--- src/rtl/mem_arbiter_pkg.sv ---
package mem_arbiter_pkg;
  // requester counts fixed by the two priority lists
  localparam int N0 = 4;  // data memory: cpuWr, cpuPf, dmaRd, cpuRd0 (index 0 highest)
  localparam int N1 = 2;  // result memory: dmaWr, cpuRd1
  localparam int W0 = 0;  // index of the writer on the data memory
  localparam int W1 = 0;  // index of the writer on the result memory

  typedef struct packed {
    logic [N0-1:0] grant0;
    logic [N1-1:0] grant1;
  } arb_strobe_t;
endpackage

--- src/rtl/prio_pick.sv ---
module prio_pick #(
  parameter int N = 4
) (
  input  logic [N-1:0] req,
  output logic [N-1:0] grant
);
  logic [N:0] taken;
  assign taken[0] = 1'b0;
  for (genvar i = 0; i < N; i++) begin : g_slot
    assign grant[i]   = req[i] & ~taken[i];
    assign taken[i+1] = taken[i] | req[i];
  end
endmodule

--- src/rtl/mem_arbiter_ctrl.sv ---
module mem_arbiter_ctrl
  import mem_arbiter_pkg::*;
(
  input  logic [N0-1:0] req0,
  input  logic [N1-1:0] req1,
  output arb_strobe_t   strobe
);
  logic [N0-1:0] g0;
  logic [N1-1:0] g1;

  prio_pick #(.N(N0)) u_pick0 (.req(req0), .grant(g0));
  prio_pick #(.N(N1)) u_pick1 (.req(req1), .grant(g1));

  assign strobe.grant0 = g0;
  assign strobe.grant1 = g1;
endmodule

--- src/rtl/mem_arbiter_dp.sv ---
module mem_arbiter_dp
  import mem_arbiter_pkg::*;
#(
  parameter int ADDR_W = 13,
  parameter int DATA_W = 32
) (
  input  logic                 clk,
  input  logic                 rstN,
  input  arb_strobe_t          strobe,
  input  logic [N0*ADDR_W-1:0] addr0Flat,
  input  logic [N1*ADDR_W-1:0] addr1Flat,
  input  logic [DATA_W-1:0]    wdata0,
  input  logic [DATA_W-1:0]    wdata1,
  output logic                 m0Valid,
  output logic                 m0We,
  output logic [ADDR_W-1:0]    m0Addr,
  output logic [DATA_W-1:0]    m0WData,
  output logic                 m1Valid,
  output logic                 m1We,
  output logic [ADDR_W-1:0]    m1Addr,
  output logic [DATA_W-1:0]    m1WData
);
  logic [ADDR_W-1:0] selA0, selA1;

  // one-hot AND-OR multiplexers
  always_comb begin
    selA0 = '0;
    for (int i = 0; i < N0; i++)
      if (strobe.grant0[i]) selA0 = selA0 | addr0Flat[i*ADDR_W +: ADDR_W];
  end

  always_comb begin
    selA1 = '0;
    for (int i = 0; i < N1; i++)
      if (strobe.grant1[i]) selA1 = selA1 | addr1Flat[i*ADDR_W +: ADDR_W];
  end

  always_ff @(posedge clk or negedge rstN) begin
    if (!rstN) begin
      m0Valid <= 1'b0;
      m0We    <= 1'b0;
      m0Addr  <= '0;
      m0WData <= '0;
      m1Valid <= 1'b0;
      m1We    <= 1'b0;
      m1Addr  <= '0;
      m1WData <= '0;
    end else begin
      m0Valid <= |strobe.grant0;
      m0We    <= strobe.grant0[W0];
      m0Addr  <= selA0;
      m0WData <= strobe.grant0[W0] ? wdata0 : '0;
      m1Valid <= |strobe.grant1;
      m1We    <= strobe.grant1[W1];
      m1Addr  <= selA1;
      m1WData <= strobe.grant1[W1] ? wdata1 : '0;
    end
  end
endmodule

--- src/rtl/mem_arbiter.sv ---
module mem_arbiter
  import mem_arbiter_pkg::*;
#(
  parameter int ADDR_W = 13,
  parameter int DATA_W = 32
) (
  input  logic              clk,
  input  logic              rstN,
  input  logic              cpuWrReq,
  input  logic [ADDR_W-1:0] cpuWrAddr,
  input  logic [DATA_W-1:0] cpuWrData,
  output logic              cpuWrAck,
  input  logic              cpuPfReq,
  input  logic [ADDR_W-1:0] cpuPfAddr,
  output logic              cpuPfAck,
  input  logic              dmaRdReq,
  input  logic [ADDR_W-1:0] dmaRdAddr,
  output logic              dmaRdAck,
  input  logic              cpuRd0Req,
  input  logic [ADDR_W-1:0] cpuRd0Addr,
  output logic              cpuRd0Ack,
  input  logic              dmaWrReq,
  input  logic [ADDR_W-1:0] dmaWrAddr,
  input  logic [DATA_W-1:0] dmaWrData,
  output logic              dmaWrAck,
  input  logic              cpuRd1Req,
  input  logic [ADDR_W-1:0] cpuRd1Addr,
  output logic              cpuRd1Ack,
  output logic              m0Valid,
  output logic              m0We,
  output logic [ADDR_W-1:0] m0Addr,
  output logic [DATA_W-1:0] m0WData,
  output logic              m1Valid,
  output logic              m1We,
  output logic [ADDR_W-1:0] m1Addr,
  output logic [DATA_W-1:0] m1WData
);
  arb_strobe_t strobe;

  // request vectors in priority order, index 0 highest
  logic [N0-1:0] req0;
  logic [N1-1:0] req1;
  assign req0 = {cpuRd0Req, dmaRdReq, cpuPfReq, cpuWrReq};
  assign req1 = {cpuRd1Req, dmaWrReq};

  mem_arbiter_ctrl u_ctrl (
    .req0  (req0),
    .req1  (req1),
    .strobe(strobe)
  );

  mem_arbiter_dp #(.ADDR_W(ADDR_W), .DATA_W(DATA_W)) u_dp (
    .clk      (clk),
    .rstN     (rstN),
    .strobe   (strobe),
    .addr0Flat({cpuRd0Addr, dmaRdAddr, cpuPfAddr, cpuWrAddr}),
    .addr1Flat({cpuRd1Addr, dmaWrAddr}),
    .wdata0   (cpuWrData),
    .wdata1   (dmaWrData),
    .m0Valid  (m0Valid),
    .m0We     (m0We),
    .m0Addr   (m0Addr),
    .m0WData  (m0WData),
    .m1Valid  (m1Valid),
    .m1We     (m1We),
    .m1Addr   (m1Addr),
    .m1WData  (m1WData)
  );

  assign cpuWrAck  = strobe.grant0[0];
  assign cpuPfAck  = strobe.grant0[1];
  assign dmaRdAck  = strobe.grant0[2];
  assign cpuRd0Ack = strobe.grant0[3];
  assign dmaWrAck  = strobe.grant1[0];
  assign cpuRd1Ack = strobe.grant1[1];
endmodule

--- config.mk ---
export PLATFORM = sky130hd
export DESIGN_NAME = mem_arbiter
export DESIGN_NICKNAME = d
export VERILOG_FILES = /design/src/rtl/mem_arbiter_pkg.sv /design/src/rtl/prio_pick.sv /design/src/rtl/mem_arbiter_ctrl.sv /design/src/rtl/mem_arbiter_dp.sv /design/src/rtl/mem_arbiter.sv
export SDC_FILE = /design/constraint.sdc
export NUM_CORES = 1
export LEC_CHECK = 0
export BUFFER_PORTS_ARGS = -buffer_cell sky130_fd_sc_hd__buf_2
export CELL_PAD_IN_SITES_DETAIL_PLACEMENT = 0
export CELL_PAD_IN_SITES_GLOBAL_PLACEMENT = 1
export CORE_UTILIZATION = 32
export CTS_BUF_LIST = sky130_fd_sc_hd__clkbuf_4 sky130_fd_sc_hd__clkbuf_8
export CTS_CLUSTER_DIAMETER = 50
export DETAILED_ROUTE_END_ITERATION = 8
export PLACE_DENSITY_LB_ADDON = 0.15
export SETUP_SLACK_MARGIN = 0.2
export SYNTH_ARGS = -nofsm -noshare
export SYNTH_HDL_FRONTEND = slang
export SYNTH_SLANG_ARGS = --single-unit
--- constraint.sdc ---
create_clock -name clk -period 1.5 [get_ports clk]
set_input_delay 0.225 -clock clk [delete_from_list [all_inputs] [get_ports clk]]
set_output_delay 0.225 -clock clk [all_outputs]
set_load 0.005 [all_outputs]
==> summary.md <==
| Metric | Value |
|---|---|
| Status | finished, final reports clean |
| Area leader, netlist | dfrtp_1 |
| Final Max Tran Viols | 0 |
| Max Used Layer | met5 |
| CP Launch Type | input port |
| Final period util | 78.2% |
| Synth top area share | between 60 and 70% |
| # IOs | 250 |
| Post-DRT Antenna Nets | 0 |
| HP Class | input port to flip-flop |
| Commonest cells in the netlist | dfrtp_1 (94), and2_1 (64), a22o_1 (26) |
| Hold_sp | cpuWrData[7] |
| CP arrival | 0.95 ns |
| Die width | 105 um |
| Drt wl/cell | around 14 um |
| Clock slew at reported path FFs | roughly 0.090 ns |
| Chip height | roughly 110 um |
| Final setup viols | 0 |
| Final nets | 665 |
| Final wirelength | 9.06 mm |
| Port bufs | between 200 and 250 |
| Placed cell count | ~640 |
| Hold_ws | ~0.073 ns |
| Vias per std cell | 4.31 |
| Cell variety after synth | 17 |
| Core Area | 10300 um2 |
| Synth area leaders | dfrtp_1 (69%), and2_1 (12%), a22o_1 (6.7%) |
| Post-CTS Setup Bufs | 0 |
| Syn nets | roughly 410 |
| Initial core utilization | roughly 33% |
| Vias in the first global route | around 2700 |
| Clock tree buffer depth | 2 |
| Fill cells | 983 |
| Clock Tree Root | clkbuf_8 |
| Cells after synthesis | about 260 |
| CTS buffer count | 9 |
| Max-slew headroom | between 60% and 70% |
| Final GP Congestion | 0.773 |
| Worst Tran Pin Value | 0.513 ns |
| Final TNS setup | 0 ns |
| DP Wirelength | 6.87 mm |
| Post-synth EDFFs | 0 |
| Gr ovfl total | 0 |
| Worst setup startpoint | cpuWrReq |
| Async SR Flop Fraction | 100% |
| FF/Latch Area | 2350 um2 |
| Area delta synth->final | 47.9% |
| Peak supply drop | 0.460 mV |
| Share of layout cells above drive strength 1 | 53.8% |
| Main flop type after synthesis | dfrtp_1 |
| Most frequent CP cell | buf_2 |
| Most frequent cell after synthesis | dfrtp_1 |
| RSZ-0062 raised after global routing | no |
| Syn Area/Cell | roughly 13 um2 |
| Slowest stage cell, crit path | buf_4 |
| DR vias | ~2800 |
| # rows | 37 |
| CP Capture Type | primary output |
| Hold Path Stages | 2 |
| Metal2 WL | ~4.4 mm |
| Largest net degree at the start of global routing | 95 |
| Highest Clock Rate | about 0.85 GHz |
| Seq/Total Area, Yosys | 69.0% |
| H-tree Lvls | 3 |
| Hold Path Sink | u_dp.m0WData[7] |
| Die area | ~11000 um2 |
| Met3 wire length | ~940 um |
| Period minus WS final | ~1.2 ns |
| Mapped cell area | between 3000 and 4000 um2 |
| Worst EP required | 1.27 ns |
| Iter 0 DRT Violations | approximately 100 |
| Total GRT Usage | 16.3% |
| Hold-fix buffers at CTS | 1 |
| First-pass GRT wire length | 13.6 mm |
| Pwr dens | 1010 nW/um2 |
| DRC Markers | 0 |
| Worst path cell trace | buf_2 > buf_4 > nor3b_1 > buf_2 |
| Multi-input gate area | around 950 um2 |
| Final Hold Viols | 0 |
| Initial antenna violation count | 1 |
| Max-cap violations | 0 |
| Crit-path max FO | 29 |
| Leakage | between 2 and 3 nW |
| Diodes inserted | 0 |
| M1 wire length | ~3.5 mm |
| DRT Pass-1 Iters | 4 |
| Crit path largest cell delay | about 0.24 ns |
| Setup CP Type | input port to primary output |
| Yosys reg bits | 94 |
| Fin cells | 656 |
| CTS tree | built |
| Cts repair resizes | 0 |
| Yosys Warn Count | 0 |
| Clock tree sinks | 94 |
==> worst max path at each step <==
stage	end	slack (ns)
4_1_cts	dmaRdAck	0.32
5_1_grt	dmaRdAck	0.22
3_3_place_gp	u_dp.m0Valid	0.30
3_5_place_dp	u_dp.m0Valid	0.29
2_1_floorplan	u_dp.m0Valid	0.48
6_report	dmaRdAck	0.33
==> cells in the final DEF (no fill, tap or decap), drive strengths merged, types with 2 or more instances in the layout <==
cell    count
nand2      13
dfrtp      94
a21oi      13
clkinv      2
clkbuf     13
buf       261
a22o       26
nor2b       2
o21ai      13
or2b        2
nand2b     11
and2       64
==> cell families (layout without fill, tap and decap cells) <==
logic type | count (synthesis) | in the layout | share of synthesized area, %
compound gates | 52 | 52 | 10.5
buf+inv | 19 | 278 | 3.01
flops | 94 | 94 | 69.0
simple gates | 96 | 96 | 17.4
==> per-layer routing <==
metal | global-route usage, % | vias to the layer above
li1 | - | 1361
met1 | 17.9 | 1299
met2 | 27.7 | 154
met3 | 6.61 | 12
met4 | 7.14 | 2
met5 | 0 | -
==> power breakdown <==
part	switching (W)	internal, W	leakage (nW)	total [W]
logic	0.000309	0.000375	1.51	0.000684
clock network	0.000830	0.000874	0.108	0.00170
registers	0.0000317	0.00268	1.18	0.00271
==> worst max-delay path: cells and delay by family <==
kind                   cells  cell delay [ns]
and+or+nand+nor            1             0.18
buffers and inverters      3             0.54
==> layout make-up <==
type / instances / area share (%)
Clock buffer: 13 / 3.18
Clock inverter: 3 / 0.869
Multi-Input combinational cell: 148 / 18.9
Sequential cell: 94 / 46.7
Tap cell: 136 / 3.38
Timing Repair Buffer: 262 / 27.0
==> flip-flops by register name, summed over array words and instances (netlist names) <==
register	cells
u_dp.m1WData	32
u_dp.m1We	1
u_dp.m0WData	32
u_dp.m0Addr	13
u_dp.m0We	1
u_dp.m0Valid	1
u_dp.m1Valid	1
u_dp.m1Addr	13
==> through the flow <==
step	utilization, %	area, um2	worst slack [ns]	power, W
detailed placement	46.7	4830	0.291	0.00346
global placement	46.7	4830	0.301	0.00345
finish	48.8	5040	0.328	0.00510
floorplan	-	3410	0.477	0.00300
global route	48.8	5040	0.223	0.00537
CTS	48.8	5040	0.321	0.00519
Power figures use the tool's default switching activity.
